$ cat src/rtl/bsu_pkg.sv
`timescale 1ns/1ps
package bsu_pkg;
  localparam int TAG_BITS    = 8;   // region tag width (top of address)
  localparam int IO_DEC_BITS = 10;  // decoded I/O address bits
  localparam int BANK_LSB    = 8;   // bank field sits above 8-bit offset
  localparam int BANK_BITS   = 3;
  localparam int NUM_BANKS   = 1 << BANK_BITS;
endpackage

$ cat src/rtl/bsu_region_decode.sv
`timescale 1ns/1ps
// First level: memory region match, aggregate I/O select, privilege block.
module bsu_region_decode
  import bsu_pkg::*;
#(
  parameter int NUM_REGIONS = 4,
  parameter logic [NUM_REGIONS*TAG_BITS-1:0] REGION_TAGS = {8'h80, 8'h40, 8'h10, 8'h00}
) (
  input  logic [TAG_BITS-1:0]    tag,
  input  logic                   io_space,
  input  logic                   rd_stb,
  input  logic                   wr_stb,
  input  logic                   user_mode,
  output logic [NUM_REGIONS-1:0] mem_hit,
  output logic                   io_agg,
  output logic                   trap_req,
  output logic                   mem_miss
);
  logic active;
  logic io_block;

  assign active   = rd_stb | wr_stb;
  assign io_block = io_space & user_mode & wr_stb;

  for (genvar i = 0; i < NUM_REGIONS; i++) begin : g_region
    assign mem_hit[i] = active & ~io_space &
                        (tag == REGION_TAGS[i*TAG_BITS +: TAG_BITS]);
  end

  always_comb begin
    io_agg   = active & io_space & ~io_block;
    trap_req = active & io_block;
    mem_miss = active & ~io_space & ~(|mem_hit);
  end
endmodule

$ cat src/rtl/bsu_io_decode.sv
`timescale 1ns/1ps
// Second level: expand aggregate I/O select into peripheral selects.
module bsu_io_decode
  import bsu_pkg::*;
#(
  parameter int NUM_IO    = 4,
  parameter int SLOT_BITS = 4,
  parameter logic [NUM_IO*IO_DEC_BITS-1:0] IO_BASES = {10'h300, 10'h200, 10'h060, 10'h010}
) (
  input  logic [IO_DEC_BITS-SLOT_BITS-1:0] io_page,
  input  logic                             io_agg,
  output logic [NUM_IO-1:0]                io_hit,
  output logic                             io_miss
);
  localparam int PW = IO_DEC_BITS - SLOT_BITS;

  for (genvar j = 0; j < NUM_IO; j++) begin : g_periph
    assign io_hit[j] = io_agg & (io_page == IO_BASES[j*IO_DEC_BITS + SLOT_BITS +: PW]);
  end

  assign io_miss = io_agg & ~(|io_hit);
endmodule

$ cat src/rtl/bsu_wait_ctrl.sv
`timescale 1ns/1ps
// Stretches mapped I/O cycles by IO_WAIT clocks.
module bsu_wait_ctrl #(
  parameter int IO_WAIT = 3
) (
  input  logic clk,
  input  logic rst,
  input  logic io_start,
  output logic ready
);
  localparam int CW = (IO_WAIT < 1) ? 1 : $clog2(IO_WAIT + 1);

  logic [CW-1:0] cnt;
  logic          hold;

  always_ff @(posedge clk) begin
    if (rst) begin
      cnt   <= '0;
      hold  <= 1'b0;
      ready <= 1'b1;
    end else if (cnt != '0) begin
      cnt   <= cnt - CW'(1);
      ready <= (cnt == CW'(1));
      hold  <= (cnt == CW'(1));
    end else if (hold) begin
      hold  <= 1'b0;     // transfer edge: the held access completes here
      ready <= 1'b1;
    end else if (io_start && (IO_WAIT != 0)) begin
      cnt   <= CW'(IO_WAIT);
      ready <= 1'b0;
    end
  end
endmodule

$ cat src/rtl/bus_select_unit.sv
`timescale 1ns/1ps
module bus_select_unit
  import bsu_pkg::*;
#(
  parameter int ADDR_W      = 32,
  parameter int NUM_REGIONS = 4,
  parameter int NUM_IO      = 4,
  parameter int SLOT_BITS   = 4,
  parameter int IO_WAIT     = 3,
  parameter logic [NUM_REGIONS*TAG_BITS-1:0] REGION_TAGS = {8'h80, 8'h40, 8'h10, 8'h00},
  parameter logic [NUM_IO*IO_DEC_BITS-1:0]   IO_BASES    = {10'h300, 10'h200, 10'h060, 10'h010}
) (
  input  logic                   clk,
  input  logic                   rst,
  input  logic [ADDR_W-1:0]      bus_addr,
  input  logic                   io_space,
  input  logic                   rd_stb,
  input  logic                   wr_stb,
  input  logic                   user_mode,
  output logic [NUM_REGIONS-1:0] mem_cs,
  output logic [NUM_BANKS-1:0]   bank_en,
  output logic [NUM_IO-1:0]      io_cs,
  output logic                   ready,
  output logic                   trap,
  output logic                   unmapped
);
  logic [NUM_REGIONS-1:0] mem_hit;
  logic [NUM_IO-1:0]      io_hit;
  logic [NUM_BANKS-1:0]   bank_n;
  logic                   io_agg, trap_req, mem_miss, io_miss;
  logic                   unused_addr;

  assign unused_addr = ^{bus_addr[ADDR_W-TAG_BITS-1:BANK_LSB+BANK_BITS],
                         bus_addr[SLOT_BITS-1:0]};

  bsu_region_decode #(
    .NUM_REGIONS(NUM_REGIONS),
    .REGION_TAGS(REGION_TAGS)
  ) u_level1 (
    .tag      (bus_addr[ADDR_W-1 -: TAG_BITS]),
    .io_space (io_space),
    .rd_stb   (rd_stb),
    .wr_stb   (wr_stb),
    .user_mode(user_mode),
    .mem_hit  (mem_hit),
    .io_agg   (io_agg),
    .trap_req (trap_req),
    .mem_miss (mem_miss)
  );

  bsu_io_decode #(
    .NUM_IO   (NUM_IO),
    .SLOT_BITS(SLOT_BITS),
    .IO_BASES (IO_BASES)
  ) u_level2 (
    .io_page(bus_addr[IO_DEC_BITS-1:SLOT_BITS]),
    .io_agg (io_agg),
    .io_hit (io_hit),
    .io_miss(io_miss)
  );

  for (genvar b = 0; b < NUM_BANKS; b++) begin : g_bank
    assign bank_n[b] = (|mem_hit) &
                       (bus_addr[BANK_LSB +: BANK_BITS] == BANK_BITS'(b));
  end

  bsu_wait_ctrl #(
    .IO_WAIT(IO_WAIT)
  ) u_wait (
    .clk     (clk),
    .rst     (rst),
    .io_start(|io_hit),
    .ready   (ready)
  );

  always_ff @(posedge clk) begin
    if (rst) begin
      mem_cs   <= '0;
      bank_en  <= '0;
      io_cs    <= '0;
      trap     <= 1'b0;
      unmapped <= 1'b0;
    end else begin
      mem_cs   <= mem_hit;
      bank_en  <= bank_n;
      io_cs    <= io_hit;
      trap     <= trap_req;
      unmapped <= mem_miss | io_miss;
    end
  end
endmodule

$ cat config.mk
export PLATFORM = sky130hd
export DESIGN_NAME = bus_select_unit
export DESIGN_NICKNAME = d
export VERILOG_FILES = /design/src/rtl/bsu_pkg.sv /design/src/rtl/bsu_region_decode.sv /design/src/rtl/bsu_io_decode.sv /design/src/rtl/bsu_wait_ctrl.sv /design/src/rtl/bus_select_unit.sv
export SDC_FILE = /design/constraint.sdc
export NUM_CORES = 1
export LEC_CHECK = 0
export BUFFER_PORTS_ARGS = -buffer_cell sky130_fd_sc_hd__buf_2
export CORE_ASPECT_RATIO = 1.1
export CORE_MARGIN = 2
export CORE_UTILIZATION = 44
export DETAILED_ROUTE_END_ITERATION = 10
export PLACE_DENSITY = 0.82
export SLEW_MARGIN = 20
export SYNTH_ARGS = -nofsm -noshare
export SYNTH_HDL_FRONTEND = slang
export SYNTH_SLANG_ARGS = --single-unit
$ cat constraint.sdc
create_clock -name clk -period 1.95 [get_ports clk]
set_clock_uncertainty 0.15 [all_clocks]
set_input_delay 0.195 -clock clk [delete_from_list [all_inputs] [get_ports clk]]
set_output_delay 0.195 -clock clk [all_outputs]
set_load 0.05 [all_outputs]
==> results of run 1 <==
## per-layer routing
layer	global-route usage, %	vias to the layer above	routed length, um
met5	0	-	0
met4	9.46	0	14
met3	3.45	2	137
met2	32.4	28	1050
met1	18.0	395	743
li1	-	432	-
## cell families (layout without fill, tap and decap cells)
kind of cell    count (synthesis)  count (layout)  synth area share, %
simple gates                   47              47                 32.5
flops                          22              22                 47.2
compound gates                 16              16                 12.8
buf+inv                         6              55                 3.22
fa+ha+maj                       2               2                 2.68
mux                             1               1                 1.61
## through the flow
step	total power [uW]	util [%]	setup slack, ps	area (um^2)	hold slack [ps]
final	1130	63.7	203	1270	11.8
after global placement	775	57.6	415	1150	264
after floorplan	713	-	529	932	121
after detailed placement	788	57.6	394	1150	271
after CTS	1140	63.7	225	1270	7.71
after global routing	1190	63.7	108	1270	15.4
## final timing paths
kind                            slack (ps)       endpoint  depth (start not counted)
worst max register to register         480  u_wait.cnt[1]                          4
worst min-delay path                    10       io_cs[0]                          2
worst min register to register         410  u_wait.cnt[0]                          1
worst max-delay path                   200  u_wait.cnt[1]                          6
## placed cells by master (no fill, tap or decap), drive strengths merged
cell,instances
and3,3
o211ai,1
o21a,1
o221ai,1
nor4b,1
dlygate4sd3,7
nor2b,3
a21oi,5
nor4bb,1
nor3,6
buf,39
o21bai,1
ha,2
nor2,12
and4,1
clkbuf,3
nand2b,2
dfxtp,22
nor4,2
inv,5
bufinv,1
nand2,3
o2111a,2
mux2,1
or2,1
nor3b,7
and2,2
a31o,1
nand3,3
o21ai,4
## layout make-up
cell class | count | share of cell area, %
clock inverters | 1 | 2.36
clock buffers | 3 | 1.77
repair buffers | 46 | 20.8
multi-input cells | 66 | 36.2
well taps | 28 | 2.75
inverters | 5 | 1.47
flip-flops and latches | 22 | 34.6
## worst max-delay path: cells and delay by family
family | cells | cell delay (ps)
simple gates | 1 | 250
buf+inv | 2 | 670
compound gates | 2 | 370
mux | 1 | 310
## state kept, by name (all words and copies together), names as in the netlist
signal	cells
u_wait.hold	1
u_wait.cnt	2
mem_cs	4
unmapped	1
u_wait.ready	1
io_cs	4
trap	1
bank_en	8
## power groups by stage
| stage | clock (uW) | combinational [uW] | sequential, uW |
|---|---|---|---|
| floorplan | 0 | 159 | 554 |
| global placement | 0 | 264 | 511 |
| detailed placement | 0 | 272 | 516 |
| CTS | 348 | 283 | 506 |
| global route | 368 | 319 | 508 |
| finish | 344 | 280 | 505 |
## synthesized netlist by cell type
cell type,instances
a21oi_1,5
a31o_2,1
and4_1,1
nor4b_4,1
nor3b_2,1
nor4bb_4,1
o2111a_1,2
nor3_2,1
o211ai_2,1
o21ai_0,4
and3_1,3
mux2_4,1
buf_6,1
nand3_1,3
dfxtp_1,22
inv_1,5
nand2b_1,2
nor4_1,2
or2_1,1
ha_1,2
o221ai_2,1
nor2b_1,3
and2_1,2
nand2_1,3
o21a_1,1
o21bai_1,1
nor2_1,12
nor3_1,5
nor3b_1,6
## timing repair
| item | 4_1_cts | 5_1_grt |
|---|---|---|
| setup endpoints to repair | 0 | 0 |
| hold buffers | 7 | 0 |
| endpoints found under the hold margin | 10 | 0 |
==> impl_metrics.py, run 1 <==
metrics = {
    "sta": {
        "fmax_mhz": 572,
        "hold_viol_final": 0,
        "fin_crit_ps": 1750,
        "finalSetupViolations": 0,
        "rsz0062_at_grt": "false",
        "slew_headroom_pct": 78.7,
        "worstMarginPinSlew_ps": 316,
        "drv_slew": 0,
        "tns_ps": 0,
        "timing.final.crit_share_pct": 89.6,
    },
    "global_route": {
        "grt_pass1_vias": 800,
        "grt_pass1_wl_mm": 3.11,
        "grt_use_total_pct": 17.8,
        "antenna_found_initial": 0,
        "grt-ovfl-total": 0,
        "grt_max_degree": 14,
    },
    "clocking": {
        "clk_pin_slew_ps": 120,
        "cts-buffers-inserted": 3,
        "postCtsSetupRepairBufs": 0,
        "cts_tree": "done",
        "clk_latency_ps": 300,
        "clk_root_buffer_cell": "clkbuf_4",
        "ctsHtreeMaxLevel": 1,
        "cts_num_sinks": 22,
        "clockBufferDepth": 2,
        "post_cts_resize_count": 0,
    },
    "setup_path": {
        "worstPathCellList": "dlygate4sd3_1 > buf_2 > nor2b_1 > o21ai_0 > o211ai_2 > mux2_4",
        "r2r_start": "u_wait.hold",
        "cpPeakStageDelay_ps": 540,
        "crit_type": "in2reg",
        "cp.arrival_ps": 1810,
        "crit_slowest_cell": "dlygate4sd3_1",
        "worst-path-max-fanout": 4,
        "end_kind": "register",
        "startpoint": "user_mode",
        "critPathLaunchType": "input port",
        "cp.required_ps": 2010,
    },
    "synth": {
        "seq_area_frac_synth_pct": 47.2,
        "yosys_warnings": 0,
        "synthCells": 94,
        "ys_top_cells_by_area": "dfxtp_1, nor2_1, nor3b_1",
        "synth.largest_area_cell": "dfxtp_1",
        "yosysTopAreaCellShare_pct": 47.2,
        "avgSynthCellArea_um2": 9.92,
        "syn-num-nets": 134,
        "synth_seq_cells": 22,
        "synth_area_um2": 932,
        "yosysUniqueCellTypes": 29,
    },
    "hold_path": {
        "hold_class": "in2reg",
        "hold_start": "bus_addr[7]",
    },
    "job": {
        "cap_violations": 0,
    },
    "floorplan": {
        "dieArea_um2": 2500,
        "io_pins": 57,
        "coreArea_um2": 2000,
        "start_util_pct": 46.6,
        "row_count": 17,
        "fp.dieW_um": 47.9,
        "die_h_um": 52.3,
    },
    "placed_design": {
        "finalWeightedCongestion": 0.817,
        "io_buffers": 39,
        "place_inst": 160,
        "dp_hpwl_mm": 1.50,
    },
    "routing": {
        "drtPass1Iterations": 4,
        "ant_nets": 0,
        "drt-wirelength-per-cell_um": 11.4,
        "drt_iter0_drc": 4,
        "via_per_inst": 5.01,
        "wl_mm": 1.95,
        "dr_total_vias": 857,
        "drc": 0,
    },
    "pwr": {
        "power_density_nw_per_um2": 886,
        "p_clk_share_pct": 30.4,
        "power_frac_comb_pct": 24.8,
        "pwr-share-seq_pct": 44.7,
        "p_switching_uw": 320,
        "netSwitchingFraction_pct": 28.3,
        "ir_drop_mv": 0.509,
        "p_leak_uw": 0.000605,
        "intPower_uw": 809,
    },
    "finish": {
        "multiInputGateArea_um2": 462,
        "syn_to_final_growth_pct": 36.6,
        "fillers": 188,
        "final_cells": 171,
        "final-seq-area_um2": 440,
        "drive_above_1_share_pct": 35.7,
        "diodes": 0,
        "nNetsFinal": 184,
    },
    "run_status": {
        "status": "finished clean",
    },
}
Power figures use the tool's default switching activity.
==> run 2, diff against run 1 <==
CORE_MARGIN = not set   (was 2)
==> run 2 against run 1 <==
Net effect: clock power is 29% lower; sequential power about the same; sequential cell count is the same; non-clock buffer count unchanged; total power fell by 9.1%; critical path depth is the same; routed wire length is 6.3% lower; cell count stayed put; utilization shrank 0.81 points; sequential share of layout area rose by 0.45 points; die area decreased by 7.8%; fmax is 0.29% higher; critical path type unchanged; largest cell class unchanged; highest routed layer unchanged.
==> impl_metrics.py, run 2 (synthesis results as in run 1) <==
metrics = {
    "floorplan": {
        "coreArea_um2": 2000,
        "io_pins": 57,
        "row_count": 17,
        "dieArea_um2": 2310,
        "start_util_pct": 46.6,
        "die_h_um": 50.3,
        "fp.dieW_um": 45.9,
    },
    "finish": {
        "largest_reg_flops": 8,
        "drive_above_1_share_pct": 35.7,
        "diodes": 0,
        "nNetsFinal": 184,
        "regMostFlops": "bank_en",
        "mostFrequentLayoutCell": "buf_2",
        "syn_to_final_growth_pct": 34.9,
        "fin_util_pct": 62.9,
        "final_cell_mix": "buf_2, dfxtp_1, nor2_1",
        "top_regs": "bank_en x8, io_cs x4, mem_cs x4",
    },
    "routing": {
        "via_per_inst": 4.95,
        "dr_total_vias": 847,
        "drt_iter0_drc": 14,
        "drc": 0,
        "ant_nets": 0,
        "drt-wirelength-per-cell_um": 10.7,
        "wl_mm": 1.82,
        "drtPass1Iterations": 4,
    },
    "setup_path": {
        "reg2reg_to": "u_wait.cnt[1]",
        "rr_worst_depth": 4,
        "worst-path-max-fanout": 4,
        "end_kind": "register",
        "cp_top_family": "buffers and inverters",
        "r2r_start": "u_wait.hold",
        "cp.required_ps": 2000,
        "cp.arrival_ps": 1800,
        "rrSetupSlack_ps": 480,
        "crit_type": "in2reg",
        "crit_slowest_cell": "dlygate4sd3_1",
        "cpPeakStageDelay_ps": 530,
        "worstPathCellList": "dlygate4sd3_1 > buf_2 > nor2b_1 > o21ai_0 > o211ai_2 > mux2_4",
        "critPathLaunchType": "input port",
        "path_buf_inv": 2,
    },
    "sta": {
        "timing.final.crit_share_pct": 89.3,
        "fmax_mhz": 574,
        "worstMarginPinSlew_ps": 314,
        "fin_crit_ps": 1740,
        "rsz0062_at_grt": "false",
        "finalSetupViolations": 0,
        "drv_slew": 0,
        "hold_viol_final": 0,
        "slew_headroom_pct": 78.9,
        "tns_ps": 0,
    },
    "clocking": {
        "clk_root_buffer_cell": "clkbuf_4",
        "post_cts_resize_count": 0,
        "cts-buffers-inserted": 3,
        "cts_tree": "done",
        "clk_latency_ps": 300,
        "cts_num_sinks": 22,
        "clk_pin_slew_ps": 120,
        "ctsHtreeMaxLevel": 1,
        "clockBufferDepth": 2,
    },
    "pwr": {
        "power_density_nw_per_um2": 816,
        "p_leak_uw": 0.000598,
        "ir_drop_mv": 0.601,
    },
    "job": {
        "cap_violations": 0,
    },
    "hold_path": {
        "hold_class": "in2reg",
        "hold_end": "bank_en[4]",
        "hold_start": "bus_addr[8]",
        "holdPathStages": 2,
    },
    "global_route": {
        "antenna_found_initial": 0,
        "grt-ovfl-total": 0,
        "grt_pass1_vias": 788,
        "grt_pass1_wl_mm": 2.92,
        "grt_max_degree": 13,
        "grt_use_total_pct": 16.6,
    },
    "placed_design": {
        "io_buffers": 39,
        "finalWeightedCongestion": 0.852,
        "dp_hpwl_mm": 1.38,
    },
    "run_status": {
        "status": "finished clean",
    },
}
-- run 2: cell count changes in the layout (fill, tap and decap cells not counted) --
cell | before | now
clkbuf_8 | 0 | 1
bufinv_16 | 1 | 0
-- run 2: metal layers --
layer  wire length (um)  global-route usage, %  share of wire, %  up-vias
met5                  0                      0                 0        -
met4                 10                   5.39              0.55        0
met3                131                   3.24               7.2        3
met2                878                   30.0                48       36
met1                803                   18.5                44      377
li1                   -                      -                 -      431
-- run 2: what timing repair did --
action                                  4_1_cts  5_1_grt
buffers inserted                              0        0
hold buffers                                  7        0
endpoints found under the setup margin        0        0
endpoints found under the hold margin        10        0
-- run 2: how the worst max path moves through the flow --
stage | startpoint | endpoint | cells past startpoint
6_report | user_mode | u_wait.cnt[1] | 6
5_1_grt | user_mode | u_wait.cnt[1] | 6
4_1_cts | user_mode | u_wait.cnt[1] | 6
3_5_place_dp | bus_addr[8] | u_wait.cnt[1] | 5
3_3_place_gp | bus_addr[8] | u_wait.cnt[1] | 5
2_1_floorplan | bus_addr[9] | u_wait.cnt[1] | 5
-- run 2: layout make-up --
type                    count  area [um^2]
flip-flops and latches     22          440
fillers                   190          742
repair buffers             46          265
inverters                   5         18.8
well taps                  28         35.0
multi-input cells          66          462
clock buffers               4         36.3
-- run 2: metrics by stage --
| stage | instances | instance area [um^2] | power (uW) | worst slack, ps | hold WS [ps] |
|---|---|---|---|---|---|
| after floorplan | 94 | 932 | 713 | 529 | 121 |
| after global placement | 160 | 1150 | 776 | 409 | 265 |
| after detailed placement | 160 | 1150 | 782 | 382 | 265 |
| after CTS | 171 | 1260 | 1030 | 215 | 11.4 |
| after global routing | 171 | 1260 | 1080 | 115 | 12.1 |
| final | 171 | 1260 | 1030 | 208 | 24.1 |
-- run 2: where the power goes --
| group | switching, uW | total (uW) | leakage, uW | internal, uW |
|---|---|---|---|---|
| clock | 130 | 244 | 0.0000210 | 114 |
| sequential | 22.1 | 504 | 0.000178 | 482 |
| combinational | 159 | 278 | 0.000399 | 119 |
| total | 311 | 1030 | 0.000598 | 714 |
